**config.mk**
```make
export PLATFORM = sky130hd
export DESIGN_NAME = cmi_line_encoder
export DESIGN_NICKNAME = d
export VERILOG_FILES = /design/src/rtl/cmi_line_encoder.sv
export SDC_FILE = /design/constraint.sdc
export NUM_CORES = 1
export LEC_CHECK = 0
export BUFFER_PORTS_ARGS = -buffer_cell sky130_fd_sc_hd__buf_2
export CAP_MARGIN = 5
export CELL_PAD_IN_SITES_DETAIL_PLACEMENT = 0
export CELL_PAD_IN_SITES_GLOBAL_PLACEMENT = 1
export CORE_AREA = 2 2 39 41
export CTS_BUF_LIST = sky130_fd_sc_hd__clkbuf_8
export DETAILED_ROUTE_END_ITERATION = 6
export DIE_AREA = 0 0 41 43
export PLACE_DENSITY_LB_ADDON = 0.1
export SLEW_MARGIN = 20
export SYNTH_ARGS = -nofsm -noshare
export SYNTH_HDL_FRONTEND = slang
export SYNTH_SLANG_ARGS = --single-unit
```
**constraint.sdc**
```tcl
create_clock -name clk -period 1.3 [get_ports clk]
set_clock_uncertainty 0.15 [all_clocks]
set_input_delay 0.26 -clock clk [delete_from_list [all_inputs] [get_ports clk]]
set_output_delay 0.26 -clock clk [all_outputs]
set_load 0.03 [all_outputs]
```
**src/rtl/cmi_line_encoder.sv**
```systemverilog
module cmi_line_encoder (
  input  logic clk,
  input  logic rst_n,
  input  logic half_en,
  input  logic in_valid,
  input  logic in_data,
  output logic in_ready,
  output logic line_out
);

  logic second_half;
  logic pol_q;
  logic mark_q;
  logic take;
  logic bit_now;

  assign in_ready = half_en & ~second_half;
  assign take     = in_ready & in_valid;
  assign bit_now  = take & in_data;

  always_ff @(posedge clk) begin
    if (!rst_n) begin
      second_half <= 1'b0;
      pol_q       <= 1'b0;
      mark_q      <= 1'b0;
      line_out    <= 1'b0;
    end else if (half_en) begin
      second_half <= ~second_half;
      if (!second_half) begin
        mark_q <= bit_now;
        if (bit_now) begin
          pol_q    <= ~pol_q;
          line_out <= ~pol_q;
        end else begin
          line_out <= 1'b0;
        end
      end else if (!mark_q) begin
        line_out <= 1'b1;
      end
    end
  end

endmodule

```
Yosys cells after proc, flatten, opt, wreduce, memory -nomap -nowiden
Index checks and enable logic that the tools add are counted.
{ "classes": {"n_eq_ne": 1, "mux": 3, "bitwise": 5, "reduce_logical": 3} }
{ "ops": {"columns": ["operator", "n"], "rows": [
  ["AND reduction 2 bit", 2],
  ["AND 1 bit", 3],
  ["two-way mux 1 bit", 3],
  ["AND reduction 3 bit", 1],
  ["!= test 2 bit (second input constant)", 1],
  ["NOT 1 bit", 2]
]} }
{ "totals": {"ff_bits": 4, "out_inout_bits": 2, "elab_cells": 16} }

Longest topological paths before layout
Gate-level depths: netlist of run 1.
{ "depth": {"ltp_word": 6, "ltp_mapped": 3, "ltp_nobuf": 3} }

Worst setup path before layout of run 1
No wires, ideal clock.
{ "synth_timing": {"path_kind": "register to output", "start": "register second_half", "end": "output port in_ready", "t_arrival_ns": 0.691, "t_required_ns": 0.890, "setup_slack_ns": 0.199, "path_stages_with_launch": 3, "cell_sequence": "dfxtp_1 -> nand2b_1 -> inv_1"} }
{ "synth_via": {"elab_chain_cells": 2} }
{ "synth_lines": {"columns": ["item", "line_no", "text"], "rows": [
  ["from (decl)", "11", "logic second_half;"],
  ["from (signal assigned)", "28", "second_half <= ~second_half;"],
  ["NOT 1 bit (no source line)", null, null],
  ["AND 1 bit", "17", "assign in_ready = half_en & ~second_half;"],
  ["to (decl)", "7", "output logic in_ready,"]
]} }
No other way between the ends.

Worst setup path in the final report of run 1
Same ends and word-level chain as after synthesis.

==> impl_metrics.yaml, run 1 <==
drt:
  route.antenna.remaining_nets: 0
  dr.pass1.iters: 1
  dr_total_vias: 166
  routedWlPerCell_um: 9.733
  drt-total-wl_um: 438
  drt-initial-drc-count: 0
  detail_route.vias_per_cell: 3.689
  route.detailed.drc: 0
clocking:
  clk_latency_ns: 0.22
  cts_inserted_buffers: 3
  cts.sinks: 4
  cts_tree: "done"
  clkSlewWorstSetupHoldPaths_ns: 0.03
  htreeDepth: 1
  clock_tree.buffer_depth: 2
  clk_root_buffer_cell: "sky130_fd_sc_hd__clkbuf_8"
grt:
  pin_count_of_the_biggest_net_entering_global_routing: 6
  grt_use_met2: 0.07188
  grt_overflow: 0
  grt_util_met3: 0.09424
  globalRouteMet1Util: 0.08065
  grt_first_pass_wirelength_um: 703
  grt_pass1_vias: 171
  antenna_found_initial: 0
  grt_busiest_layer: "met3"
  global_route.usage.total: 0.06935
final_layout:
  final_nets: 36
  nFillCells: 161
  antenna-diode-count: 0
  final_layout_size_suffix_gt1_frac: 0.5172
  area_growth_pct: 67.36
floorplan:
  die_height_um: 43
  floorplan.io_pins: 7
  coreArea_um2: 1384
  initial_core_utilization: 0.1302
  fp-row-count: 14
  die_x_um: 41
  design.die.area_um2: 1763
min_path:
  min_path_type: "input port to flop"
  worstHoldEndpoint: "pol_q$_SDFFE_PN0P_"
  hold-path-cell-count: 2
  hold_start: "rst_n"
critical_path:
  timing.reg2reg.worst_path_depth: 5
  timing.rr.end: "mark_q$_SDFFE_PN0P_"
  critical_path_maximum_fanout: 4
  criticalPathCategory: "flop to output pin"
  reg2reg_slack_ns: 0.19
  worstSetupEndpointType: "output pin"
  critPathRequiredTime_ns: 0.89
  cp_data_arrival_time_ns: 0.86
  critical_path.reg2reg.startpoint: "second_half$_SDFFE_PN0P_"
  crit_path_start_kind: "flop"
yosys:
  synth.top_cells.by_area: "sky130_fd_sc_hd__dfxtp_1, sky130_fd_sc_hd__nand4b_4, sky130_fd_sc_hd__a21boi_1"
  netlist_instances: 18
  post-synth-top-count-cell: "sky130_fd_sc_hd__dfxtp_1"
  synth_cell_type_count: 10
  mappedNetlistArea_um2: 180.2
  asyncSetResetFlopFracSynth: 0
  synth-main-ff-cell: "sky130_fd_sc_hd__dfxtp_1"
  synthDominantAreaCellType: "sky130_fd_sc_hd__dfxtp_1"
  synth_fp_nets: 23
  synth-seq-cells: 4
  syn_area_per_cell_um2: 10.01
  synth-edff-count: 0
  netlist_top_cells_count: "sky130_fd_sc_hd__dfxtp_1, sky130_fd_sc_hd__nand2_1, sky130_fd_sc_hd__a21boi_1, sky130_fd_sc_hd__a21oi_1, sky130_fd_sc_hd__nand2b_1"
  yosysTopAreaCellShare: 0.4444
  seq_area_frac_synth: 0.4444
  yosysWarningCount: 0
sta:
  finalWorstPathRequiredPeriod_ns: 1.267
  fmaxAchievable_mhz: 789.4
  period_share: 0.9744
  hold_slack_ns: 0.1683
  drv_slew: 0
  setup_viol: 0
  max-slew-margin-rel: 0.8974
  timing_hold_violations_final: 0
  grt_setup_unrepaired: "no"
  worst_slew_pin_slew_ns: 0.1549
  fin_tns_setup_ns: 0
placement:
  post_dp_hpwl_um: 329.7
  io_buffer_count: 6
  place.gp.congestion: 0.6240
run:
  maxCapViolCount: 0
outcome:
  run_status: "complete, no violations"
power_and_ir_drop:
  power.density_nw_per_um2: 1531
  worst_ir_drop_vdd_mv: 0.6358
  p_leak_nw: 0.1374
==> power breakdown <==
group,total [W],internal [W],switching (W)
registers,0.000138,0.000132,0.00000537
clock network,0.000261,0.000197,0.0000635
logic,0.0000631,0.0000319,0.0000312
==> kinds of logic after synthesis <==
kind of cell	after synthesis	share of synthesized area
DFF	4	0.4445
xor gates and xnor gates	1	0.04862
and+or+nand+nor	8	0.3472
buffers and inverters	1	0.02081
AOI/OAI and AO/OA	4	0.1389
==> timing repair <==
action	CTS	global route
resized for setup	4	1
hold buffers	0	0
buffers inserted	0	1
endpoints found under the setup margin	1	1
==> layer usage <==
metal	wire (µm)	share of wire
met4	0	0
met5	0	0
met1	201	0.46
met3	60	0.14
met2	176	0.40
==> worst max-delay path by stage <==
stage                             start  endpoint  slack [ns]
3_5_place_dp                    half_en  in_ready        0.16
2_1_floorplan  second_half$_SDFFE_PN0P_  in_ready        0.20
6_report       second_half$_SDFFE_PN0P_  in_ready        0.03
4_1_cts        second_half$_SDFFE_PN0P_  in_ready        0.01
3_3_place_gp                    half_en  in_ready        0.16
5_1_grt        second_half$_SDFFE_PN0P_  in_ready       0.004
==> worst max-delay path: stages, from the launching register on <==
cell,delay (ns)
sky130_fd_sc_hd__dfxtp_2,0.35
sky130_fd_sc_hd__nand2b_4,0.13
sky130_fd_sc_hd__inv_2,0.03
sky130_fd_sc_hd__buf_6,0.12
==> state kept, by name (all words and copies together), names as in the netlist <==
register     flops
mark_q           1
second_half      1
line_out         1
pol_q            1
==> metrics by stage <==
step | util | std cells | power [W] | setup WS, ns | instance area [µm²]
after floorplan | - | 18 | 0.0001678 | 0.1995 | 180.2
after global placement | 0.1718 | 41 | 0.0001921 | 0.1617 | 237.7
after detailed placement | 0.1718 | 41 | 0.0001919 | 0.1588 | 237.7
after CTS | 0.2125 | 44 | 0.0004655 | 0.01057 | 294.0
after global routing | 0.2179 | 45 | 0.0004850 | 0.004197 | 301.5
final | 0.2179 | 45 | 0.0004617 | 0.03322 | 301.5
==> cell type report <==
cell class | instances | area (µm²) | area share
Multi-Input combinational cell | 13 | 103.9 | 0.3444
Sequential cell | 4 | 81.33 | 0.2697
Timing Repair Buffer | 8 | 51.30 | 0.1701
Clock buffer | 3 | 41.29 | 0.1369
Tap cell | 16 | 20.02 | 0.06639
Inverter | 1 | 3.754 | 0.01245
==> cell usage in the layout (no fill, tap or decap) <==
cell / count
sky130_fd_sc_hd__buf_2: 5
sky130_fd_sc_hd__nand2_1: 3
sky130_fd_sc_hd__clkbuf_8: 3
sky130_fd_sc_hd__dfxtp_1: 3
sky130_fd_sc_hd__a21oi_1: 2
sky130_fd_sc_hd__a21boi_1: 2
sky130_fd_sc_hd__buf_4: 2
sky130_fd_sc_hd__nand2b_4: 1
sky130_fd_sc_hd__inv_2: 1
sky130_fd_sc_hd__nand4b_1: 1
sky130_fd_sc_hd__nand2b_1: 1
sky130_fd_sc_hd__nand4b_4: 1
sky130_fd_sc_hd__xnor2_1: 1
sky130_fd_sc_hd__and2_1: 1
sky130_fd_sc_hd__buf_6: 1
sky130_fd_sc_hd__dfxtp_2: 1
Note: power is estimated with default switching activity, not from simulation.
==> run 2, diff against run 1 <==
- CAP_MARGIN: 5 -> not set
- GPL_ROUTABILITY_DRIVEN: not set -> 0
- GPL_TIMING_DRIVEN: not set -> 0
==> impl_metrics.yaml, run 2 (synthesized netlist as in run 1, its figures left out) <==
grt:
  globalRouteMet1Util: 0.06752
  grt_util_met3: 0.03141
  grt_pass1_vias: 169
  antenna_found_initial: 0
  global_route.usage.total: 0.06024
  grt_use_met2: 0.06563
  grt_first_pass_wirelength_um: 627
  pin_count_of_the_biggest_net_entering_global_routing: 6
  grt_overflow: 0
  grt_busiest_layer: "met4"
floorplan:
  die_height_um: 43
  floorplan.io_pins: 7
  coreArea_um2: 1384
  design.die.area_um2: 1763
  fp-row-count: 14
  die_x_um: 41
  initial_core_utilization: 0.1302
drt:
  detail_route.vias_per_cell: 3.523
  route.antenna.remaining_nets: 0
  dr.pass1.iters: 1
  routedWlPerCell_um: 9.273
  drt-total-wl_um: 408
  route.detailed.drc: 0
  dr_total_vias: 155
  drt-initial-drc-count: 0
clocking:
  clk_latency_ns: 0.21
  htreeDepth: 1
  cts.sinks: 4
  clk_root_buffer_cell: "sky130_fd_sc_hd__clkbuf_8"
  cts_inserted_buffers: 3
  clkSlewWorstSetupHoldPaths_ns: 0.03
  cts_tree: "done"
  clock_tree.buffer_depth: 2
min_path:
  hold_start: "rst_n"
  worstHoldEndpoint: "pol_q$_SDFFE_PN0P_"
  min_path_type: "input port to flop"
  hold-path-cell-count: 2
power_and_ir_drop:
  pwr-share-seq: 0.302
  switching_share: 0.2045
  net-switching-power_w: 0.00009209
  pwr-share-clk: 0.561
  p_leak_nw: 0.1332
  power.total_w: 0.0004503
  worst_ir_drop_vdd_mv: 0.3881
  power.density_nw_per_um2: 1531
  internal-power_w: 0.0003582
  pwr-share-comb: 0.137
critical_path:
  cp_data_arrival_time_ns: 0.84
  critPathRequiredTime_ns: 0.89
  timing.reg2reg.worst_path_depth: 4
  crit_path_start_kind: "flop"
  criticalPathCategory: "flop to output pin"
  worstSetupEndpointType: "output pin"
  reg2reg_slack_ns: 0.16
  timing.rr.end: "pol_q$_SDFFE_PN0P_"
  critical_path.reg2reg.startpoint: "second_half$_SDFFE_PN0P_"
  critical_path_maximum_fanout: 4
final_layout:
  seqCellArea_um2: 81.33
  antenna-diode-count: 0
  final_nets: 35
  area_growth_pct: 63.19
  nFillCells: 157
  multi_input_comb_area_um2: 103.9
  layout_commonest_cell: "sky130_fd_sc_hd__buf_2"
  mostFrequentLayoutCells: "sky130_fd_sc_hd__buf_2, sky130_fd_sc_hd__nand2_1, sky130_fd_sc_hd__clkbuf_8, sky130_fd_sc_hd__dfxtp_1"
  number_of_cells_in_the_finished_layout_apart_from_fillers: 44
  final_layout_size_suffix_gt1_frac: 0.5000
sta:
  timing_hold_violations_final: 0
  worst_slew_pin_slew_ns: 0.1469
  hold_slack_ns: 0.1729
  max-slew-margin-rel: 0.9020
  setup_viol: 0
  fmaxAchievable_mhz: 801.6
  fin_tns_setup_ns: 0
  period_share: 0.9597
  grt_setup_unrepaired: "no"
  drv_slew: 0
  finalWorstPathRequiredPeriod_ns: 1.248
placement:
  dp.cells: 40
  io_buffer_count: 6
run:
  maxCapViolCount: 0
outcome:
  run_status: "complete, no violations"
run 2: changes by cell type in the layout (fill, tap and decap cells not counted):
cell,before,now
sky130_fd_sc_hd__buf_4,2,1
run 2: what timing repair did:
item / in CTS / in global routing
endpoints found under the setup margin: 1 / 1
hold buffers: 0 / 0
resized for setup: 3 / 2
setup buffers: 1 / 0
gates cloned: 0 / 0
endpoints found under the hold margin: 0 / 0
run 2: power groups by stage:
stage / clock network [W] / registers (W) / logic [W]
after global placement: 0 / 0.000139 / 0.0000502
after global routing: 0.000270 / 0.000137 / 0.0000665
after floorplan: 0 / 0.000143 / 0.0000244
final: 0.000253 / 0.000136 / 0.0000616
after detailed placement: 0 / 0.000138 / 0.0000502
after CTS: 0.000263 / 0.000136 / 0.0000597
run 2: area by class of cell:
class / instances / share of cell area
multi-input combinational: 13 / 0.3532
sequential: 4 / 0.2766
clock buffer: 3 / 0.1404
timing repair buffer: 7 / 0.1489
tap: 16 / 0.06809
inverter: 1 / 0.01277
run 2: worst max path at each step:
stage          cells past startpoint                      from  endpoint
2_1_floorplan                      2  second_half$_SDFFE_PN0P_  in_ready
3_3_place_gp                       3  second_half$_SDFFE_PN0P_  in_ready
3_5_place_dp                       4                   half_en  in_ready
5_1_grt                            3  second_half$_SDFFE_PN0P_  in_ready
4_1_cts                            3  second_half$_SDFFE_PN0P_  in_ready
6_report                           3  second_half$_SDFFE_PN0P_  in_ready
run 2: critical path: stages, from the launching register on:
cell and delay [ns]:
sky130_fd_sc_hd__dfxtp_2 0.31, sky130_fd_sc_hd__nand2b_4 0.15, sky130_fd_sc_hd__inv_2 0.05, sky130_fd_sc_hd__buf_6 0.12
run 2: per-layer routing:
layer	up-vias	share of wire
met5	-	0
met3	0	0.076
met2	6	0.40
li1	85	-
met1	64	0.52
met4	0	0
run 2: metrics by stage:
step                        util  area (µm²)  setup WS [ns]
after floorplan                -       180.2         0.1995
after global placement    0.1664       230.2        0.09794
after detailed placement  0.1664       230.2         0.1114
after CTS                 0.2098       290.3        0.01938
after global routing      0.2125       294.0        0.01180
final                     0.2125       294.0        0.05243
==> run 3, diff against run 2 <==
- SETUP_SLACK_MARGIN: not set -> 0.4
==> impl_metrics.yaml, run 3 (synthesized netlist as in run 1, its figures left out) <==
clocking:
  clk_root_buffer_cell: "sky130_fd_sc_hd__clkbuf_8"
  htreeDepth: 1
  clock_tree.buffer_depth: 2
  cts.sinks: 4
  cts_inserted_buffers: 3
  hold_buffers: 0
  cts_tree: "done"
  clkSlewWorstSetupHoldPaths_ns: 0.03
  clk_latency_ns: 0.22
sta:
  fmaxAchievable_mhz: 811.8
  worst_slew_pin_slew_ns: 0.1540
  setup_viol: 0
  finalWorstPathRequiredPeriod_ns: 1.232
  max-slew-margin-rel: 0.8974
  grt_setup_unrepaired: "yes"
  period_share: 0.9476
  timing_hold_violations_final: 0
  drv_slew: 0
  fin_tns_setup_ns: 0
floorplan:
  design.die.area_um2: 1763
  fp-row-count: 14
  initial_core_utilization: 0.1302
  floorplan.io_pins: 7
  die_x_um: 41
  die_height_um: 43
  coreArea_um2: 1384
min_path:
  min_path_type: "input port to flop"
  hold-path-cell-count: 3
  hold_start: "rst_n"
  worstHoldEndpoint: "line_out$_SDFFE_PN0P_"
outcome:
  run_status: "complete, no violations"
placement:
  post_dp_hpwl_um: 311
  io_buffer_count: 6
  dpl_cell_area_um2: 241.5
grt:
  pin_count_of_the_biggest_net_entering_global_routing: 6
  antenna_found_initial: 0
  global_route.usage.total: 0.07136
  grt_busiest_layer: "met1"
  grt_first_pass_wirelength_um: 752
  grt_use_met2: 0.06875
  grt_overflow: 0
  globalRouteMet1Util: 0.09032
  grt_util_met3: 0.06283
  grt_pass1_vias: 179
final_layout:
  final_nets: 37
  nFillCells: 161
  mostFrequentLayoutCells: "sky130_fd_sc_hd__buf_2, sky130_fd_sc_hd__clkbuf_8, sky130_fd_sc_hd__buf_6"
  final_layout_size_suffix_gt1_frac: 0.6667
  final_design_area_no_fill_um2: 336.6
  layout_commonest_cell: "sky130_fd_sc_hd__buf_2"
  antenna-diode-count: 0
  seqCellArea_um2: 82.58
  area_growth_pct: 86.81
  multi_input_comb_area_um2: 117.6
drt:
  routedWlPerCell_um: 9.326
  drt-initial-drc-count: 2
  dr.pass1.iters: 2
  route.detailed.drc: 0
  drt-total-wl_um: 429
  route.antenna.remaining_nets: 0
  detail_route.vias_per_cell: 3.848
  dr_total_vias: 177
power_and_ir_drop:
  worst_ir_drop_vdd_mv: 0.4100
  power.density_nw_per_um2: 1416
  p_leak_nw: 0.1503
critical_path:
  reg2reg_slack_ns: 0.18
  critPathRequiredTime_ns: 0.89
  critPathSlowestCell: "sky130_fd_sc_hd__dfxtp_2"
  crit_path_start_kind: "flop"
  cp_data_arrival_time_ns: 0.82
  timing.rr.end: "pol_q$_SDFFE_PN0P_"
  timing.reg2reg.worst_path_depth: 4
  count_of_buffer_and_inverter_cells_on_the_critical_path: 2
  critical_path.reg2reg.startpoint: "second_half$_SDFFE_PN0P_"
  crit_chain: "nand2b_4 -> inv_4 -> buf_6"
  crit_family: "flip-flops"
  criticalPathCategory: "flop to output pin"
  cp_slowest_stage_delay_ns: 0.30
  worstSetupEndpointType: "output pin"
  critical_path_maximum_fanout: 2
run:
  maxCapViolCount: 0
-- run 3: area by class of cell --
type,instances,area share
multi-input cells,13,0.3494
inverters,1,0.01859
clock buffers,3,0.1227
flip-flops and latches,4,0.2454
repair buffers,9,0.2045
well taps,16,0.05948
-- run 3: worst min-delay path: cells and delay by family --
kind | cells | cell delay, ns
compound gates | 1 | 0.04
buf+inv | 1 | 0.14
simple gates | 1 | 0.07
-- run 3: repair_timing --
action,in CTS,in global routing
pin swaps,1,2
buffers inserted,2,1
endpoints found under the setup margin,4,6
resized for setup,6,4
-- run 3: how the worst max path moves through the flow --
stage                                  start                 end  slack (ns)  cells past startpoint
CTS                 second_half$_SDFFE_PN0P_            in_ready        0.06                      3
global placement                     half_en            in_ready        0.15                      4
detailed placement                   half_en            in_ready        0.16                      4
global route        second_half$_SDFFE_PN0P_            in_ready        0.04                      3
finish              second_half$_SDFFE_PN0P_            in_ready        0.07                      3
floorplan           second_half$_SDFFE_PN0P_  pol_q$_SDFFE_PN0P_        0.32                      3
-- run 3: power breakdown --
part	internal, W	switching (W)
Sequential	0.000133	0.00000465
Combinational	0.0000419	0.0000378
Clock	0.000197	0.0000622
Total	0.000372	0.000105
-- run 3: stage by stage --
step / util / cells / hold WS, ns / setup WS [ns] / total power, W
6_report: 0.2432 / 46 / 0.1876 / 0.06811 / 0.0004767
3_3_place_gp: 0.1745 / 40 / 0.3065 / 0.1499 / 0.0001945
2_1_floorplan: - / 18 / 0.2373 / 0.3239 / 0.0001730
5_1_grt: 0.2432 / 46 / 0.1940 / 0.04068 / 0.0005049
4_1_cts: 0.2269 / 45 / 0.1819 / 0.06103 / 0.0004764
3_5_place_dp: 0.1745 / 40 / 0.3017 / 0.1579 / 0.0001941
-- run 3: metal layers --
layer / wire length [µm] / share of wire
met1: 176 / 0.41
met2: 193 / 0.45
met3: 39 / 0.091
met4: 19 / 0.044
met5: 0 / 0
